==> config.mk <==
export PLATFORM = sky130hd
export DESIGN_NAME = ecl_locator
export DESIGN_NICKNAME = d
export VERILOG_FILES = /design/src/rtl/ecl_pkg.sv /design/src/rtl/ecl_lfsr.sv /design/src/rtl/ecl_counter.sv /design/src/rtl/ecl_ctrl.sv /design/src/rtl/ecl_locator.sv
export SDC_FILE = /design/constraint.sdc
export NUM_CORES = 1
export LEC_CHECK = 0
export ABC_AREA = 1
export BUFFER_PORTS_ARGS = -buffer_cell sky130_fd_sc_hd__buf_2
export CORE_MARGIN = 2
export CORE_UTILIZATION = 43
export CTS_CLUSTER_DIAMETER = 50
export CTS_CLUSTER_SIZE = 28
export DETAILED_ROUTE_END_ITERATION = 16
export PLACE_DENSITY = 0.82
export SKIP_LAST_GASP = 1
export SLEW_MARGIN = 20
export SYNTH_ARGS = -nofsm -noshare
export SYNTH_HDL_FRONTEND = slang
export SYNTH_SLANG_ARGS = --single-unit
export TNS_END_PERCENT = 100
==> constraint.sdc <==
create_clock -name clk -period 1.87 [get_ports clk]
set_input_delay 0.2805 -clock clk [delete_from_list [all_inputs] [get_ports clk]]
set_output_delay 0.2805 -clock clk [all_outputs]
set_load 0.05 [all_outputs]
==> src/rtl/ecl_pkg.sv <==
package ecl_pkg;

   typedef enum logic {
      ST_RUN  = 1'b0,
      ST_HALT = 1'b1
   } run_state_e;

   function automatic int code_len(input int width);
      return (1 << width) - 1;
   endfunction

endpackage

==> src/rtl/ecl_lfsr.sv <==
module ecl_lfsr #(
   parameter int             N    = 4,
   parameter logic [N-1:0]   POLY = 'b0011
) (
   input  logic         clk,
   input  logic         rst,
   input  logic         en,
   input  logic         din,
   output logic [N-1:0] q,
   output logic [N-1:0] q_next
);

   logic fb;
   assign fb = q[N-1];

   for (genvar i = 0; i < N; i++) begin : g_stage
      if (i == 0) begin : g_first
         assign q_next[i] = din ^ (fb & POLY[i]);
      end else begin : g_rest
         assign q_next[i] = q[i-1] ^ (fb & POLY[i]);
      end
   end

   always_ff @(posedge clk) begin
      if (rst)     q <= '0;
      else if (en) q <= q_next;
   end

endmodule

==> src/rtl/ecl_counter.sv <==
module ecl_counter #(
   parameter int CW   = 4,
   parameter int LAST = 14
) (
   input  logic          clk,
   input  logic          rst,
   input  logic          en,
   output logic [CW-1:0] cnt,
   output logic          last
);

   assign last = (cnt == CW'(LAST));

   always_ff @(posedge clk) begin
      if (rst)     cnt <= '0;
      else if (en) cnt <= cnt + 1'b1;
   end

endmodule

==> src/rtl/ecl_ctrl.sv <==
module ecl_ctrl
   import ecl_pkg::*;
(
   input  logic clk,
   input  logic rst,
   input  logic mode,
   input  logic last,
   input  logic match,
   output logic run,
   output logic halted,
   output logic no_match
);

   run_state_e st;
   logic       stop;

   assign run    = (st == ST_RUN);
   assign halted = (st == ST_HALT);
   assign stop   = mode ? last : (match | last);

   always_ff @(posedge clk) begin
      if (rst) begin
         st       <= ST_RUN;
         no_match <= 1'b0;
      end else if (run && stop) begin
         st       <= ST_HALT;
         no_match <= ~mode & last & ~match;
      end
   end

endmodule

==> src/rtl/ecl_locator.sv <==
module ecl_locator
   import ecl_pkg::*;
#(
   parameter int           N    = 4,
   parameter logic [N-1:0] POLY = 'b0011,
   localparam int          MSG_LEN = (1 << N) - 1,
   localparam int          CW      = $clog2(MSG_LEN + 1)
) (
   input  logic          clk,
   input  logic          rst,
   input  logic          mode,
   input  logic [N-1:0]  sw,
   output logic [CW-1:0] rd_addr,
   input  logic          rd_bit,
   output logic [N-1:0]  lfsr_q,
   output logic [CW-1:0] pos,
   output logic          halted,
   output logic          no_match
);

   localparam int DATA_LEN = MSG_LEN - N;

   if (N < 2) begin : g_bad_n
      $error("ecl_locator: N must be at least 2");
   end
   if (!POLY[0]) begin : g_bad_poly
      $error("ecl_locator: POLY must include the constant term");
   end
   if (code_len(N) != MSG_LEN) begin : g_bad_len
      $error("ecl_locator: length mismatch");
   end

   logic          run;
   logic          last;
   logic          match;
   logic          in_bit;
   logic [N-1:0]  lfsr_nxt;
   logic [CW-1:0] par_off;
   logic [N-1:0]  sw_shifted;
   logic          gen_bit;
   logic          loc_bit;

   assign rd_addr    = pos;
   assign par_off    = pos - CW'(DATA_LEN);
   assign sw_shifted = sw << par_off;
   assign gen_bit    = (pos < CW'(DATA_LEN)) ? rd_bit : sw_shifted[N-1];
   assign loc_bit    = (pos == '0);
   assign in_bit     = mode ? gen_bit : loc_bit;
   assign match      = (lfsr_nxt == sw);

   ecl_counter #(
      .CW   (CW),
      .LAST (MSG_LEN - 1)
   ) u_cnt (
      .clk  (clk),
      .rst  (rst),
      .en   (run),
      .cnt  (pos),
      .last (last)
   );

   ecl_lfsr #(
      .N    (N),
      .POLY (POLY)
   ) u_lfsr (
      .clk    (clk),
      .rst    (rst),
      .en     (run),
      .din    (in_bit),
      .q      (lfsr_q),
      .q_next (lfsr_nxt)
   );

   ecl_ctrl u_ctrl (
      .clk      (clk),
      .rst      (rst),
      .mode     (mode),
      .last     (last),
      .match    (match),
      .run      (run),
      .halted   (halted),
      .no_match (no_match)
   );

endmodule

# Word-level counts from Yosys, hierarchy flattened
# Cells that the tools add are included.
[classes]
addsub = 2
magnitude_cmp = 1
n_eq_ne = 2
shift = 1
mux = 3
bitwise = 8
reduce_logical = 2
[op_table]
columns = ["operator", "count"]
rows = [
  ["adder 4 x 1 -> 4 bit (second input constant)", 1],
  ["== test 4 bit", 1],
  ["== test 4 bit (second input constant)", 1],
  ["logical NOT 4 bit", 1],
  ["< comparator 4 bit (second input constant)", 1],
  ["<< shifter 4 x 4 -> 4 bit", 1],
  ["subtractor 4 bit (second input constant)", 1],
  ["two-way mux 1 bit", 3],
  ["NOT 1 bit", 3],
  ["AND 1 bit", 2],
  ["XOR 1 bit", 2],
  ["logical AND 1 bit", 1],
  ["bitwise OR 1 bit", 1],
]
[totals]
reg_bits = 10
input_bits = 8
out_inout_bits = 14
elab_cells = 23

# Depth between registers and ports, before layout
# Gate-level depths: netlist of run 1.
[depth]
ltp_word = 9
depth_mapped = 16
ltp_nobuf = 16

# Cells and area by module
# A second synthesis of run 1 with hierarchy kept.
[hier_totals]
cells_unflattened = 105
area_unflattened_um2 = 688.2
[modules_own_cells]
columns = ["mod", "n_inst", "cells_each", "area_per_inst_um2", "seq_area_each_um2"]
rows = [
  ["ecl_locator", 1, 35, 205.2, 0.0],
  ["ecl_lfsr", 1, 31, 198.9, 80.1],
  ["ecl_counter", 1, 25, 188.9, 80.1],
  ["ecl_ctrl", 1, 14, 95.1, 40.0],
]

# Least setup slack after synthesis of run 1
# No wires, ideal clock.
[synth_timing]
kind = "register to register"
from = "register u_cnt.cnt[0]"
to = "register u_ctrl.no_match"
setup_time_ps = 116
t_arrival_ps = 2040
t_required_ps = 1754
setup_slack_ps = -286
stages_incl_launch_ff = 17
n_path_buf = 0
synth_period_minus_slack_ps = 2156
path_cell_list = "dfxtp_1 > inv_2 > ha_1 > inv_1 > nand3_1 > nand2_1 > nand2_1 > nand3_2 > nand2_2 > nand2_1 > nand3_1 > nand2_1 > nand3_1 > nand2_1 > nand2_1 > nand2_1 > a21oi_2"
[synth_via]
elab_chain_len = 9
elab_cells_between_ends = 15
classes_between = "add/sub: 1; order compare: 1; eq/ne: 2; shift: 1; mux: 3; bitwise: 5; reduce/logical: 2"
[synth_rtl]
columns = ["item", "line_no", "text"]
rows = [
  ["start, declared", "ecl_counter.sv:8", "output logic [CW-1:0] cnt,"],
  ["start signal, assigned", "ecl_counter.sv:16", "else if (en) cnt <= cnt + 1'b1;"],
  ["subtractor 4 bit *", "ecl_locator.sv:44", "assign par_off = pos - CW'(DATA_LEN);"],
  ["net par_off[0]", "ecl_locator.sv:38", "logic [CW-1:0] par_off;"],
  ["<< shifter 4 x 4 -> 4 bit *", "ecl_locator.sv:45", "assign sw_shifted = sw << par_off;"],
  ["two-way mux 1 bit *", "ecl_locator.sv:46", "assign gen_bit = (pos < CW'(DATA_LEN)) ? rd_bit : sw_shifted[N-1];"],
  ["two-way mux 1 bit *", "ecl_locator.sv:48", "assign in_bit = mode ? gen_bit : loc_bit;"],
  ["XOR 1 bit *", "ecl_lfsr.sv:18", "assign q_next[i] = din ^ (fb & POLY[i]);"],
  ["== test 4 bit *", "ecl_locator.sv:49", "assign match = (lfsr_nxt == sw);"],
  ["bitwise OR 1 bit", "ecl_ctrl.sv:19", "assign stop = mode ? last : (match | last);"],
  ["two-way mux 1 bit", "ecl_ctrl.sv:19", ""],
  ["logical AND 1 bit", "ecl_ctrl.sv:25", "end else if (run && stop) begin"],
  ["end signal, assigned", "ecl_ctrl.sv:27", "no_match <= ~mode & last & ~match;"],
  ["end, declared", "ecl_ctrl.sv:11", "output logic no_match"],
]
# The timed path passes the listed nets; every way through them passes the cells marked *.
# A chain may end at the register's enable or synchronous reset.

# Final worst setup path of run 1
# Ends and elaborated chain as after synthesis.

==> flow_summary.json, run 1 <==
{
  "drc": 0,
  "viasPerCell": 4.99,
  "placed_cell_area_um2": 766,
  "ys_ff_latch": 10,
  "drv_slew": 0,
  "n_antenna_cell": 0,
  "drive_above_1_share": 0.390,
  "hold_violations": 0,
  "synth_cell_types": 19,
  "slowest_delay_ns": 0.41,
  "grt_pass1_wl_mm": 2.40,
  "grt-ovfl-total": 0,
  "crit_path_end_kind": "flop",
  "root_buffer": "clkbuf_4",
  "power.density_nw_per_um2": 850,
  "hp-class": "in2reg",
  "clk_latency_ns": 0.27,
  "status": "finished, final reports clean",
  "antenna_found_initial": 0,
  "stdcell_area_um2": 875,
  "finalNonFillerCells": 139,
  "max_freq_mhz": 567,
  "clock_skew_ns": 0.00569,
  "crit_arrival_ns": 1.97,
  "wirelength_mm": 1.63,
  "grt.total_usage": 0.168,
  "io_pins": 22,
  "dr.pass1.iters": 4,
  "die_x_um": 43.9,
  "slew_headroom": 0.793,
  "setup-tns-final_ns": 0,
  "core_area_um2": 1510,
  "synth_warnings": 0,
  "rsz0062_at_grt": "true",
  "die-area_um2": 1930,
  "grt_max_degree": 11,
  "seqCellArea_um2": 208,
  "final_cell_mix": "21 x buf_2, 17 x nand2_1, 14 x inv_1",
  "clockBufferDepth": 2,
  "crit_type": "reg2reg",
  "place_congestion": 0.786,
  "h-tree-depth": 1,
  "clk_pin_slew_ns": 0.07,
  "drv_cap": 0,
  "slowest_stage": "dfxtp_4",
  "syn_avg_cell_area_um2": 6.72,
  "synth_nets": 113,
  "place_inst": 132,
  "period_share": 0.943,
  "crit_fanout": 8,
  "critPathLaunchType": "flop",
  "num_vias": 693,
  "irDropWorstVdd_v": 0.000319,
  "nets": 135,
  "die_h_um": 43.9,
  "mostFrequentLayoutCell": "buf_2",
  "n_fill_cell": 144,
  "multi_input_area_um2": 415,
  "path_cells": "inv_4 > ha_4 > inv_2 > nand3_2 > nand2_2 > nand2_2 > nand3_4 > nand2_2 > nand2_1 > nand3_1 > nand2_1 > nand3_1 > nand2_1 > nand2_1 > nand2_1 > a21oi_2",
  "grt_pass1_vias": 577,
  "rrSetupSlack_ns": 0.11,
  "syn_area_um2": 686,
  "area_growth_pct": 27.6,
  "rows": 14,
  "postSynthCellCount": 102,
  "numClockSinks": 10,
  "start_util": 0.455,
  "cts_made_buffers": 3,
  "yosysSeqAreaShare": 0.292,
  "path_common_cell": "nand2_1",
  "final_core_util": 0.581,
  "drt-initial-drc-count": 12,
  "cts_tree": "done",
  "power.leakage_nw": 0.469,
  "wl_per_cell_um": 11.7,
  "tightest_slew_ns": 0.311,
  "ant_nets": 0,
  "io_buffers": 21,
  "dpl.hpwl_mm": 1.08,
  "finalSetupViolCount": 0,
  "required_ns": 2.08,
  "period_needed_ns": 1.76
}
==> power breakdown <==
group          leakage [nW]  switching [mW]  internal (mW)
logic                 0.371           0.212          0.103
clock network        0.0150          0.0786         0.0827
registers            0.0830          0.0321          0.235
total                 0.469           0.323          0.421
==> sequential cells by signal, indices dropped and copies added, names as in the netlist <==
| name | count |
|---|---|
| u_ctrl.halted | 1 |
| u_cnt.cnt | 4 |
| u_lfsr.q | 4 |
| u_ctrl.no_match | 1 |
==> through the flow <==
step / hold WS (ns) / power [mW] / worst slack, ns
final: 0.198 / 0.744 / 0.107
after global routing: 0.207 / 0.787 / -0.0503
after CTS: 0.199 / 0.693 / 0.00691
after detailed placement: 0.460 / 0.531 / 0.0339
after global placement: 0.456 / 0.526 / 0.0974
after floorplan: 0.343 / 0.491 / 0.0180
==> routing by layer <==
| layer | track usage | vias to the layer above | wire (um) |
|---|---|---|---|
| met1 | 0.219 | 306 | 710 |
| met3 | 0.0250 | 2 | 77 |
| li1 | - | 360 | - |
| met2 | 0.259 | 25 | 818 |
| met4 | 0.103 | 0 | 22 |
| met5 | 0 | - | 0 |
==> worst max-delay path: cells and delay by family, from the launching register on <==
family                   cells  cell delay [ns]
AND/OR/NAND/NOR             12             0.80
flip-flops                   1             0.41
adder cells (fa/ha/maj)      1             0.28
AO/OA/AOI/OAI                1             0.12
buffers and inverters        2             0.09
==> cells by family (layout without fill, tap and decap cells) <==
| kind of cell | Yosys count | count (layout) | synth area share |
|---|---|---|---|
| simple gates | 44 | 44 | 0.290 |
| fa+ha+maj | 3 | 3 | 0.0548 |
| xor+xnor | 4 | 4 | 0.0511 |
| flops | 10 | 10 | 0.292 |
| buf+inv | 27 | 48 | 0.186 |
| compound gates | 14 | 14 | 0.126 |
==> final timing paths <==
check | start | endpoint | cells after the start
max reg2reg | u_cnt.cnt[0] | u_ctrl.no_match | 16
max | u_cnt.cnt[0] | u_ctrl.no_match | 16
min reg2reg | u_ctrl.no_match | u_ctrl.no_match | 2
min | rst | u_ctrl.no_match | 2
==> cell usage after synthesis, drive strengths merged <==
library cell | count | share of area
nand2 | 22 | 0.12
inv | 19 | 0.10
nand3 | 14 | 0.12
dfxtp | 10 | 0.29
buf | 7 | 0.077
o21ai | 6 | 0.044
a21oi | 5 | 0.042
nor2 | 5 | 0.027
ha | 3 | 0.055
nor3 | 3 | 0.022
o211ai | 3 | 0.040
xor2 | 3 | 0.038
clkinv | 1 | 0.0055
xnor2 | 1 | 0.013
==> final cells by class <==
cell class | instances | share of cell area
multi-input cells | 65 | 0.475
flip-flops and latches | 10 | 0.237
repair buffers | 24 | 0.146
inverters | 20 | 0.0887
clock buffers | 4 | 0.0300
well taps | 16 | 0.0229
==> what timing repair did <==
action | CTS | global route
hold buffers | 0 | 0
setup buffers | 0 | 3
setup endpoints to repair | 0 | 2
resized for setup | 0 | 16
(Power assumes the default switching activity.)
==> inputs of run 2 (changes only) <==
--- a/config.mk
+++ b/config.mk
@@ -6,13 +6,14 @@
 export NUM_CORES = 1
 export LEC_CHECK = 0
 export ABC_AREA = 1
+export ABC_CLOCK_PERIOD_IN_PS = 1870
 export BUFFER_PORTS_ARGS = -buffer_cell sky130_fd_sc_hd__buf_2
 export CORE_MARGIN = 2
-export CORE_UTILIZATION = 43
+export CORE_UTILIZATION = 42
 export CTS_CLUSTER_DIAMETER = 50
 export CTS_CLUSTER_SIZE = 28
 export DETAILED_ROUTE_END_ITERATION = 16
-export PLACE_DENSITY = 0.82
+export PLACE_DENSITY = 0.71
 export SKIP_LAST_GASP = 1
 export SLEW_MARGIN = 20
 export SYNTH_ARGS = -nofsm -noshare
==> run 2 against run 1 <==
  * Global-route usage shrank 0.80 points
  * Largest cell class unchanged
  * Fmax rose by 0.87%
  * Sequential share of layout area rose by 0.53 points
  * Via count is 6.1% lower
  * Die area grew 2.2%
  * First-iteration DRC count rose by 83%
  * Cell count stayed put
  * Critical endpoint unchanged
  * Highest routed layer unchanged
  * Flip-flop and latch count unchanged
  * Non-clock buffer count unchanged
==> flow_summary.json, run 2 (synthesis results as in run 1) <==
{
  "drt-initial-drc-count": 22,
  "rsz0062_at_grt": "true",
  "final_cell_mix": "21 x buf_2, 20 x nand2_1, 14 x inv_1",
  "ant_nets": 0,
  "num_vias": 651,
  "drc": 0,
  "grt_pass1_wl_mm": 2.30,
  "grt-ovfl-total": 0,
  "reg2reg_to": "u_ctrl.no_match",
  "nets": 135,
  "status": "finished, final reports clean",
  "pre_cts_ws_ns": 0.0766,
  "comb_power_share": 0.391,
  "rows": 14,
  "whs_path_depth": 2,
  "crit_type": "reg2reg",
  "crit_family": "simple AND/OR/NAND/NOR gates",
  "p_total_mw": 0.758,
  "numClockSinks": 10,
  "rrSetupSlack_ns": 0.12,
  "tightest_slew_ns": 0.268,
  "cts_made_buffers": 3,
  "cts_tree": "done",
  "clkPwrFrac": 0.258,
  "die-area_um2": 1970,
  "io_buffers": 21,
  "crit_path_end_kind": "flop",
  "power.density_nw_per_um2": 880,
  "clk_pin_slew_ns": 0.07,
  "reg2reg_depth": 16,
  "holdWs_ns": 0.191,
  "hp-start": "rst",
  "critPathLaunchType": "flop",
  "die_h_um": 44.4,
  "path_cells": "inv_4 > ha_4 > inv_2 > nand3_2 > nand2_1 > nand2_1 > nand3_2 > nand2_2 > nand2_1 > nand3_1 > nand2_1 > nand3_1 > nand2_1 > nand2_1 > nand2_1 > a21oi_2",
  "p_sw_frac": 0.408,
  "setup-tns-final_ns": 0,
  "path_common_cell": "nand2_1",
  "finalNonFillerCells": 139,
  "wirelength_mm": 1.49,
  "n_antenna_cell": 0,
  "slowest_delay_ns": 0.40,
  "slew_headroom": 0.820,
  "dr.pass1.iters": 4,
  "final.setup.worst_slack_ns": 0.122,
  "antenna_found_initial": 0,
  "hold_buffers": 0,
  "clockBufferDepth": 2,
  "hp-class": "in2reg",
  "dpl.hpwl_mm": 1.07,
  "p_int_mw": 0.448,
  "grt_max_degree": 11,
  "switching_power_mw": 0.309,
  "root_buffer": "clkbuf_4",
  "place_inst": 132,
  "period_share": 0.935,
  "wl_per_cell_um": 10.7,
  "hold_end": "u_ctrl.no_match",
  "hold_violations": 0,
  "die_x_um": 44.4,
  "place_congestion": 0.790,
  "crit_arrival_ns": 1.96,
  "core_area_um2": 1520,
  "irDropWorstVdd_v": 0.000467,
  "io_pins": 22,
  "timing.rr.start": "u_cnt.cnt[0]",
  "clock_skew_ns": 0.00466,
  "placed_cell_area_um2": 766,
  "largestRegisters": "u_cnt.cnt: 4 flops, u_lfsr.q: 4 flops",
  "period_needed_ns": 1.75,
  "h-tree-depth": 1,
  "required_ns": 2.08,
  "viasPerCell": 4.68,
  "max_freq_mhz": 572,
  "crit_path_start": "u_cnt.cnt[0]",
  "start_util": 0.450,
  "grt_pass1_vias": 541,
  "stdcell_area_um2": 861,
  "area_growth_pct": 25.5,
  "power.leakage_nw": 0.471,
  "final_core_util": 0.565,
  "power_frac_seq": 0.352,
  "clk_latency_ns": 0.26,
  "mostFrequentLayoutCell": "buf_2",
  "drv_cap": 0,
  "crit_fanout": 6,
  "finalSetupViolCount": 0,
  "grt.total_usage": 0.160,
  "cp.buffers_inverters": 2,
  "slowest_stage": "dfxtp_4",
  "drv_slew": 0,
  "drive_above_1_share": 0.366
}
run 2: cell counts in the layout (fill, tap and decap cells not counted):
Identical to the previous run, type by type.
run 2: layout make-up:
type | count | area (um2)
fillers | 152 | 663
multi-input cells | 65 | 390
flip-flops and latches | 10 | 209
repair buffers | 24 | 128
inverters | 20 | 77.6
clock buffers | 4 | 36.3
well taps | 16 | 20.0
run 2: worst register-to-register path, stage by stage (launching register included):
cell	delay [ns]
dfxtp_4	0.40
inv_4	0.06
ha_4	0.28
inv_2	0.04
nand3_2	0.05
nand2_1	0.05
nand2_1	0.06
nand3_2	0.09
nand2_2	0.10
nand2_1	0.05
nand3_1	0.07
nand2_1	0.07
nand3_1	0.07
nand2_1	0.07
nand2_1	0.06
nand2_1	0.07
a21oi_2	0.12
run 2: power by group through the flow:
| stage | combinational [mW] | sequential (mW) | clock [mW] |
|---|---|---|---|
| 2_1_floorplan | 0.178 | 0.313 | 0 |
| 3_3_place_gp | 0.260 | 0.268 | 0 |
| 3_5_place_dp | 0.262 | 0.268 | 0 |
| 4_1_cts | 0.263 | 0.263 | 0.202 |
| 5_1_grt | 0.320 | 0.270 | 0.212 |
| 6_report | 0.296 | 0.267 | 0.195 |
run 2: worst max path at each step:
| stage | slack [ns] | end | cells after the start |
|---|---|---|---|
| floorplan | 0.02 | u_ctrl.no_match | 15 |
| finish | 0.12 | u_ctrl.no_match | 16 |
| CTS | 0.06 | u_ctrl.no_match | 16 |
| global route | -0.07 | u_ctrl.no_match | 16 |
| global placement | 0.1 | u_ctrl.no_match | 16 |
| detailed placement | 0.08 | u_ctrl.no_match | 16 |
run 2: per-layer routing:
metal / wire length, um / global-route usage / vias to the layer above / part of all wire
li1: - / - / 361 / -
met1: 761 / 0.244 / 273 / 0.51
met2: 648 / 0.209 / 15 / 0.43
met3: 72 / 0.0245 / 2 / 0.048
met4: 10 / 0.0909 / 0 / 0.0067
met5: 0 / 0 / - / 0
run 2: repair_timing:
item,CTS,global route
endpoints found under the setup margin,0,2
setup buffers,0,3
gates resized for setup,0,10
